File: src/rtl/rxdma_pkg.sv
package rxdma_pkg;
    localparam int ADDR_W        = 32;
    localparam int QWC_W         = 16;
    localparam int WORD_W        = 32;
    localparam int WORDS_PER_QW  = 4;
    localparam int QW_W          = WORD_W * WORDS_PER_QW;
    localparam int QW_BYTES      = QW_W / 8;
    localparam int LVL_W         = 8;

    localparam logic [2:0] KIND_CONT       = 3'd0;
    localparam logic [2:0] KIND_CONT_STALL = 3'd1;
    localparam logic [2:0] KIND_END        = 3'd7;

    typedef struct packed {
        logic [ADDR_W-1:0] addr;
        logic              flag;
        logic [2:0]        kind;
        logic [QWC_W-1:0]  qwc;
    } tag_t;

    typedef struct packed {
        logic              str;
        logic              busy;
        logic              fin;
        logic              chain;
        logic              tie;
        logic              last_stall;
        logic [ADDR_W-1:0] addr;
        logic [QWC_W-1:0]  qwc;
        logic              irq;
    } eng_t;
endpackage

File: src/rtl/rxdma_tag_decode.sv
module rxdma_tag_decode
    import rxdma_pkg::*;
(
    input  logic [QW_W-1:0] qword_i,
    output tag_t            tag_o
);
    always_comb begin
        tag_o.qwc  = qword_i[QWC_W-1:0];
        tag_o.kind = qword_i[WORD_W-2 -: 3];
        tag_o.flag = qword_i[WORD_W-1];
        tag_o.addr = qword_i[2*WORD_W-1 -: ADDR_W];
    end
endmodule

File: src/rtl/rxdma_stall_reg.sv
module rxdma_stall_reg
    import rxdma_pkg::*;
(
    input  logic              clk_i,
    input  logic              rst_ni,
    input  logic              upd_i,
    input  logic [ADDR_W-1:0] val_i,
    output logic [ADDR_W-1:0] q_o
);
    logic [ADDR_W-1:0] stall_d, stall_q;

    always_comb begin
        stall_d = stall_q;
        if (upd_i) stall_d = val_i;
    end

    always_ff @(posedge clk_i) begin
        if (!rst_ni) stall_q <= '0;
        else         stall_q <= stall_d;
    end

    assign q_o = stall_q;

    // the stall address moves only when an update is requested
    assert_stall_hold_R7: assert property (@(posedge clk_i) disable iff (!rst_ni)
        !upd_i |=> $stable(q_o));
endmodule

File: src/rtl/rxdma_dest_engine.sv
module rxdma_dest_engine
    import rxdma_pkg::*;
(
    input  logic              clk_i,
    input  logic              rst_ni,
    input  logic              cfg_start_i,
    input  logic              cfg_stop_i,
    input  logic              cfg_chain_i,
    input  logic              cfg_tie_i,
    input  logic [ADDR_W-1:0] cfg_addr_i,
    input  logic [QWC_W-1:0]  cfg_qwc_i,
    input  logic              stall_sel_i,
    input  logic [LVL_W-1:0]  fifo_level_i,
    input  logic [QW_W-1:0]   fifo_qword_i,
    output logic              fifo_pop_o,
    output logic              mem_we_o,
    output logic [ADDR_W-1:0] mem_addr_o,
    output logic [QW_W-1:0]   mem_wdata_o,
    output logic [ADDR_W-1:0] stall_addr_o,
    output logic              busy_o,
    output logic              str_o,
    output logic              irq_o
);
    localparam logic [LVL_W-1:0]  LVL_QW  = LVL_W'(WORDS_PER_QW);
    localparam logic [ADDR_W-1:0] ADDR_QW = ADDR_W'(QW_BYTES);

    eng_t              s_d, s_q;
    tag_t              tag;
    logic              have_qw;
    logic              pop, we, stall_upd;
    logic [ADDR_W-1:0] stall_val, next_addr;

    rxdma_tag_decode u_dec (
        .qword_i (fifo_qword_i),
        .tag_o   (tag)
    );

    rxdma_stall_reg u_stall (
        .clk_i  (clk_i),
        .rst_ni (rst_ni),
        .upd_i  (stall_upd),
        .val_i  (stall_val),
        .q_o    (stall_addr_o)
    );

    assign have_qw   = fifo_level_i >= LVL_QW;
    assign next_addr = s_q.addr + ADDR_QW;

    always_comb begin
        s_d       = s_q;
        s_d.irq   = 1'b0;
        pop       = 1'b0;
        we        = 1'b0;
        stall_upd = 1'b0;
        stall_val = next_addr;
        if (!s_q.busy) begin
            if (cfg_start_i) begin
                s_d.str        = 1'b1;
                s_d.busy       = 1'b1;
                s_d.fin        = 1'b0;
                s_d.chain      = cfg_chain_i;
                s_d.tie        = cfg_tie_i;
                s_d.last_stall = 1'b0;
                s_d.addr       = cfg_addr_i;
                s_d.qwc        = cfg_qwc_i;
            end
        end else if (cfg_stop_i || !s_q.str) begin
            s_d.str  = 1'b0;
            s_d.busy = 1'b0;
            s_d.fin  = 1'b0;
        end else if (s_q.qwc == '0) begin
            if (!s_q.chain || s_q.fin) begin
                s_d.str  = 1'b0;
                s_d.busy = 1'b0;
                s_d.fin  = 1'b0;
                s_d.irq  = 1'b1;
            end else if (have_qw) begin
                pop            = 1'b1;
                s_d.addr       = tag.addr;
                s_d.qwc        = tag.qwc;
                s_d.last_stall = (tag.kind == KIND_CONT_STALL);
                if ((s_q.tie && tag.flag) || tag.kind == KIND_END) s_d.fin = 1'b1;
                if (tag.kind == KIND_CONT_STALL && stall_sel_i) begin
                    stall_upd = 1'b1;
                    stall_val = tag.addr;
                end
            end
        end else if (have_qw) begin
            pop      = 1'b1;
            we       = 1'b1;
            s_d.addr = next_addr;
            s_d.qwc  = s_q.qwc - QWC_W'(1);
            if (s_q.qwc == QWC_W'(1) && stall_sel_i && (!s_q.chain || s_q.last_stall))
                stall_upd = 1'b1;
        end
    end

    always_ff @(posedge clk_i) begin
        if (!rst_ni) s_q <= '0;
        else         s_q <= s_d;
    end

    assign fifo_pop_o  = pop;
    assign mem_we_o    = we;
    assign mem_addr_o  = s_q.addr;
    assign mem_wdata_o = fifo_qword_i;
    assign busy_o      = s_q.busy;
    assign str_o       = s_q.str;
    assign irq_o       = s_q.irq;

    // a slot is removed only when a whole quadword is present
    assert_pop_needs_qword_R1: assert property (@(posedge clk_i) disable iff (!rst_ni)
        fifo_pop_o |-> fifo_level_i >= LVL_QW);
    // consecutive beats step the address by one quadword
    assert_beat_advance_R3: assert property (@(posedge clk_i) disable iff (!rst_ni)
        mem_we_o && !cfg_stop_i |=> mem_addr_o == $past(mem_addr_o) + ADDR_QW);
    // direct mode pops only to write data
    assert_direct_no_tag_R9: assert property (@(posedge clk_i) disable iff (!rst_ni)
        fifo_pop_o && !s_q.chain |-> mem_we_o);
    // completion pulse lasts one cycle and leaves the engine idle
    assert_irq_pulse_R10: assert property (@(posedge clk_i) disable iff (!rst_ni)
        irq_o |=> !irq_o);
    assert_irq_idle_R10: assert property (@(posedge clk_i) disable iff (!rst_ni)
        irq_o |-> !busy_o && !str_o);
    // stopping never signals completion
    assert_stop_silent_R11: assert property (@(posedge clk_i) disable iff (!rst_ni)
        busy_o && cfg_stop_i |=> !busy_o && !irq_o && !str_o);
endmodule

File: config.mk
export PLATFORM = sky130hd
export DESIGN_NAME = rxdma_dest_engine
export DESIGN_NICKNAME = d
export VERILOG_FILES = /design/src/rtl/rxdma_pkg.sv /design/src/rtl/rxdma_tag_decode.sv /design/src/rtl/rxdma_stall_reg.sv /design/src/rtl/rxdma_dest_engine.sv
export SDC_FILE = /design/constraint.sdc
export NUM_CORES = 1
export LEC_CHECK = 0
export BUFFER_PORTS_ARGS = -buffer_cell sky130_fd_sc_hd__buf_2
export CAP_MARGIN = 0
export CELL_PAD_IN_SITES_DETAIL_PLACEMENT = 2
export CELL_PAD_IN_SITES_GLOBAL_PLACEMENT = 2
export CORE_MARGIN = 5
export CORE_UTILIZATION = 24
export CTS_CLUSTER_DIAMETER = 40
export DETAILED_ROUTE_END_ITERATION = 8
export PLACE_DENSITY = 0.82
export REMOVE_ABC_BUFFERS = 1
export SYNTH_ARGS = -nofsm -noshare
export SYNTH_HDL_FRONTEND = slang
export SYNTH_HIERARCHICAL = 1
export SYNTH_SLANG_ARGS = --single-unit
File: constraint.sdc
create_clock -name clk_i -period 3 [get_ports clk_i]
set_clock_uncertainty 0.1 [all_clocks]
set_input_delay 0.45 -clock clk_i [delete_from_list [all_inputs] [get_ports clk_i]]
set_output_delay 0.45 -clock clk_i [all_outputs]
set_load 0.005 [all_outputs]
# Word level (Yosys, flattened, before mapping)
# Index checks and enable logic that the tools add are counted.
# W data, S select, Z words.
[word_totals] register_bits=87 out_inout_bits=197
[classes] add_sub_neg=2 magnitude_cmp=1 eq_ne=14 n_mux=39 n_bitwise=3 reduce_logical=18
[ops] op="$mux W32" count=6
[ops] op="$mux W49" count=3
[ops] op="$mux W48" count=2
[ops] op="$mux W54" count=1
[ops] op="$mux W50" count=1
[ops] op="$add A32 B5 Y32 const B" count=1
[ops] op="$mux W1" count=22
[ops] op="$eq A16 B1 Y1 const B" count=1
[ops] op="$logic_not A16 Y1" count=1
[ops] op="$sub A16 B1 Y16 const B" count=1
[ops] op="$ne A3 B1 Y1 const B" count=4
[ops] op="$reduce_and A5 Y1" count=2
[ops] op="$mux W3" count=3
[ops] op="$ge A8 B3 Y1 const B" count=1
[ops] op="$ne A4 B1 Y1 const B" count=2
[ops] op="$logic_and A1 B1 Y1" count=4
[ops] op="$logic_or A1 B1 Y1" count=4
[ops] op="$ne A2 B1 Y1 const B" count=2
[ops] op="$ne A2 B2 Y1 const B" count=2
[ops] op="$reduce_and A4 Y1" count=1
[ops] op="$reduce_or A4 Y1" count=1
[ops] op="$eq A3 B1 Y1 const B" count=1
[ops] op="$eq A3 B3 Y1 const B" count=1
[ops] op="$ne A3 B3 Y1 const B" count=1
[ops] op="6 further kinds" count=9

# Longest topological paths before layout
[logic_depth] ltp_word=8 depth_mapped=13 ltp_nobuf=9

# By module
# The synthesis kept the hierarchy.
[modules_own_cells] module="rxdma_dest_engine" n_inst=1 cells_each=729 area_per_inst_um2=5311.3 seq_area_each_um2=1101.1
[modules_own_cells] module="rxdma_stall_reg" n_inst=1 cells_each=103 area_per_inst_um2=1243.7 seq_area_each_um2=640.6
[modules_own_cells] module="rxdma_tag_decode" n_inst=1 cells_each=52 area_per_inst_um2=390.4 seq_area_each_um2=0.0

# Worst setup path after synthesis
# No wires, ideal clock.
[synth_timing] path_type="reg2reg" start="reg s_q (netlist bit busy_o)" end="reg u_stall.stall_q[10] (netlist: u_stall/q_o[10])" setup_ns=0.116 arrival_time_ns=2.404 required_time_ns=2.784 setup_slack_ns=0.380 stages_incl_launch_ff=14 n_path_buf=6 path_cell_list="dfxtp_1 -> buf_2 -> and3b_1 -> clkbuf_1 -> nand3b_1 -> nor2_1 -> nand4b_1 -> buf_2 -> clkbuf_1 -> o21ai_0 -> buf_6 -> buf_12 -> mux2i_1 -> nor2b_1"
[synth_via] elab_chain_len=1 elab_cells_between_ends=2 classes_between="2 x mux"
[synth_rtl] item="from (decl)" line_no="rxdma_dest_engine.sv:27" rtl="eng_t s_d, s_q;"
[synth_rtl] item="from (signal assigned)" line_no="rxdma_dest_engine.sv:99" rtl="if (!rst_ni) s_q <= '0;"
[synth_rtl] item="from (signal assigned)" line_no="rxdma_dest_engine.sv:100" rtl="else s_q <= s_d;"
[synth_rtl] item="$mux W1" line_no="rxdma_dest_engine.sv:56" rtl="if (!s_q.busy) begin"
[synth_rtl] item="via stall_upd" line_no="rxdma_dest_engine.sv:30" rtl="logic pop, we, stall_upd;"
[synth_rtl] item="to (signal assigned)" line_no="rxdma_stall_reg.sv:19" rtl="else stall_q <= stall_d;"
[synth_rtl] item="to (decl)" line_no="rxdma_stall_reg.sv:10" rtl="logic [ADDR_W-1:0] stall_d, stall_q;"
# The timed path passes the listed nets, and every way through them passes these cells.
# A chain may end at the register's enable or synchronous reset.

# Final worst setup path
[layout_timing] start="reg s_q[1] in the netlist's numbering" end="out fifo_pop_o"
[layout_via] elab_chain_len=4
[layout_rtl] item="$logic_not A16 Y1" line_no="rxdma_dest_engine.sv:71" rtl="end else if (s_q.qwc == '0) begin"
[layout_rtl] item="$mux W1" line_no="rxdma_dest_engine.sv:71"
[layout_rtl] item="$mux W1" line_no="rxdma_dest_engine.sv:67" rtl="end else if (cfg_stop_i || !s_q.str) begin"
[layout_rtl] item="$mux W1" line_no="rxdma_dest_engine.sv:56"
[layout_rtl] item="to (decl)" line_no="rxdma_dest_engine.sv:15" rtl="output logic fifo_pop_o,"
# Every way passes these cells.

==> flow_metrics.env <==
export IMPL_maxCapViolCount=0
export IMPL_r2r_cells=9
export IMPL_power_density_nw_per_um2=422
export IMPL_synth_seq_cells=87
export IMPL_cts_buffer_depth=2
export IMPL_drive_gt1_share_pct=33.6
export IMPL_clkTransAtPathRegs_ns=0.07
export IMPL_fin_ws_ns=0.241
export IMPL_crit_type="register to output pin"
export IMPL_vias=6352
export IMPL_wl_um=32000
export IMPL_die_h_um=180
export IMPL_die_area_um2=32400
export IMPL_period_needed_ns=2.76
export IMPL_cp_start_kind="register"
export IMPL_cts_buffers=9
export IMPL_syn_to_final_growth_pct=6.52
export IMPL_final_area_um2=7400
export IMPL_status="complete, no violations"
export IMPL_clkPwrFrac_pct=37.3
export IMPL_synth_edff_count=0
export IMPL_arrival_ns=2.21
export IMPL_drc=0
export IMPL_mostFrequentLayoutCells="233 x buf_2, 87 x a21oi_1, 87 x dfxtp_1"
export IMPL_hold_slack_ns=0.234
export IMPL_finish_utilization_pct=25.8
export IMPL_syn_inst=884
export IMPL_worstPathMaxFanout=14
export IMPL_post_drt_via_cell_ratio=4.92
export IMPL_grt_pass1_wl_um=46700
export IMPL_detail_route_wl_per_cell_um=24.8
export IMPL_tightest_slew_ns=0.782
export IMPL_dp_cells=1272
export IMPL_r2r_end="u_stall/q_o[29]"
export IMPL_fin_crit_sh_pct=92.0
export IMPL_cts_tree="built"
export IMPL_portBuffers=233
export IMPL_rsz0062_at_grt="no"
export IMPL_antenna_found_initial=0
export IMPL_r2r_slack_ns=0.43
export IMPL_synth_cell_types=61
export IMPL_min_to="s_q[51]"
export IMPL_h_tree_depth=3
export IMPL_die_x_um=180
export IMPL_grt_pass1_vias=6953
export IMPL_overflow=0
export IMPL_synth_seq_area_share_pct=25.1
export IMPL_p_leak_nw=3.04
export IMPL_grt_start_max_net_pins=73
export IMPL_rows=62
export IMPL_dp_slack_ns=0.344
export IMPL_cts_sinks=87
export IMPL_p_seq_share_pct=41.1
export IMPL_hpwl_um=25300
export IMPL_syn_cell_area_um2=6950
export IMPL_fin_nets=1095
export IMPL_p_switching_mw=1.01
export IMPL_r2r_start="s_q[6]"
export IMPL_setup_tns_final_ns=0
export IMPL_p_sw_share_pct=32.4
export IMPL_hold_depth=3
export IMPL_mostFrequentLayoutCell="buf_2"
export IMPL_pwr_share_comb_pct=21.7
export IMPL_clockRootBuffer="clkbuf_16"
export IMPL_finalNonFillerCells=1290
export IMPL_total_power_mw=3.12
export IMPL_grt_total_usage_pct=18.9
export IMPL_slew_violations=0
export IMPL_hold_viol=0
export IMPL_min_path_type="input port to register"
export IMPL_post_synth_cell_area_avg_um2=7.86
export IMPL_yosys_warnings=6
export IMPL_start_util_pct=24.3
export IMPL_antennaDiodeCount=0
export IMPL_setup_viol=0
export IMPL_ir_drop_v=0.000206
export IMPL_gp_congestion=0.816
export IMPL_clock_latency_ns=0.36
export IMPL_worstHoldStart="cfg_chain_i"
export IMPL_placed_area_um2=7090
export IMPL_drtIter0Drc=292
export IMPL_synth_flop_cell="dfxtp_1"
export IMPL_end_kind="output pin"
export IMPL_async_reset_ff_share_pct=0
export IMPL_core_um2=28600
export IMPL_slew_headroom_pct=47.9
export IMPL_fmax_ghz=0.362
export IMPL_required_ns=2.45
export IMPL_p_int_mw=2.11
export IMPL_ant_nets=0
export IMPL_first_pass_iters=4
export IMPL_fillers=3416
export IMPL_pin_count=388
-- critical path: stages (launching register included) --
cell and delay [ns]:
dfxtp_1 0.35, inv_1 0.09, ha_1 0.25, nor4b_1 0.29, nand4_1 0.18, buf_4 0.25, nor2_1 0.22, nor3_1 0.09
buf_2 0.14
-- registers in the layout, indices dropped and copies added (netlist names) --
| signal | count |
|---|---|
| s_q | 20 |
| u_stall/q_o | 32 |
| str_o | 1 |
| irq_o | 1 |
| mem_addr_o | 32 |
| busy_o | 1 |
-- layer usage --
metal / up-vias / track usage (%) / wire [µm]
met5: - / 5.63 / 226
met4: 6 / 3.78 / 401
met3: 24 / 12.8 / 4510
met2: 298 / 27.7 / 13400
met1: 3120 / 22.6 / 13500
li1: 2904 / - / -
-- kinds of logic (layout without fill, tap and decap cells) --
group	count (synthesis)	after routing	synth area share (%)
buf+inv	270	292	27.2
simple gates	229	229	17.7
compound gates	222	222	19.4
flops	87	87	25.1
mux	41	41	6.00
xor+xnor	32	32	4.04
fa+ha+maj	3	3	0.541
-- synthesized netlist by cell type (all sizes together) (3+ instances only) --
master / count / area [µm²]
nor3b: 4 / 30.0
ha: 3 / 37.5
a21oi: 87 / 435
a22o: 10 / 87.6
o21a: 6 / 45.0
mux2i: 36 / 360
o21ai: 52 / 264
a31oi: 7 / 43.8
clkbuf: 34 / 128
nor4: 10 / 114
o31a: 3 / 26.3
and3: 7 / 43.8
nand2: 47 / 176
and4: 5 / 43.8
mux2: 5 / 56.3
dfxtp: 87 / 1740
o211ai: 11 / 82.6
and2: 6 / 37.5
buf: 227 / 1730
nor2b: 33 / 206
inv: 8 / 30.0
nor2: 66 / 248
or4: 4 / 33.8
nor3: 9 / 50.1
nand3b: 3 / 22.5
xnor2: 19 / 166
o22ai: 8 / 50.1
a211oi: 9 / 67.6
a32oi: 3 / 26.3
xor2: 13 / 114
a32o: 5 / 50.1
nand2b: 3 / 18.8
nand4: 8 / 56.3
a22oi: 8 / 60.1
nand3: 16 / 85.1
-- power groups by stage --
| stage | clock network (mW) | logic (mW) | registers, mW |
|---|---|---|---|
| floorplan | 0 | 0.312 | 1.29 |
| global placement | 0 | 0.652 | 1.30 |
| detailed placement | 0 | 0.678 | 1.31 |
| CTS | 1.20 | 0.682 | 1.28 |
| global route | 1.25 | 0.747 | 1.29 |
| finish | 1.16 | 0.676 | 1.28 |
-- area by class of cell --
cell class	count	area [µm²]	area share (%)
multi-input cells	527	3340	45.1
flip-flops and latches	87	1740	23.5
repair buffers	267	1510	20.4
well taps	384	480	6.49
clock buffers	11	253	3.42
clock inverters	5	42.5	0.575
inverters	9	33.8	0.457
-- repair_timing --
| action | in CTS | in global routing |
|---|---|---|
| gates resized for setup | 0 | 1 |
| setup buffers | 0 | 2 |
| setup endpoints to repair | 0 | 1 |
| hold buffers | 0 | 0 |
-- worst max path at each step --
stage	from	endpoint	slack (ns)	cells after the start
4_1_cts	s_q[3]	mem_we_o	0.005	7
3_3_place_gp	fifo_level_i[7]	u_stall/q_o[5]	0.43	8
2_1_floorplan	cfg_stop_i	u_stall/q_o[0]	-3.59	7
3_5_place_dp	s_q[1]	u_stall/q_o[28]	0.34	10
6_report	s_q[1]	fifo_pop_o	0.24	8
5_1_grt	s_q[6]	mem_we_o	0.07	6
Power figures use the tool's default switching activity.
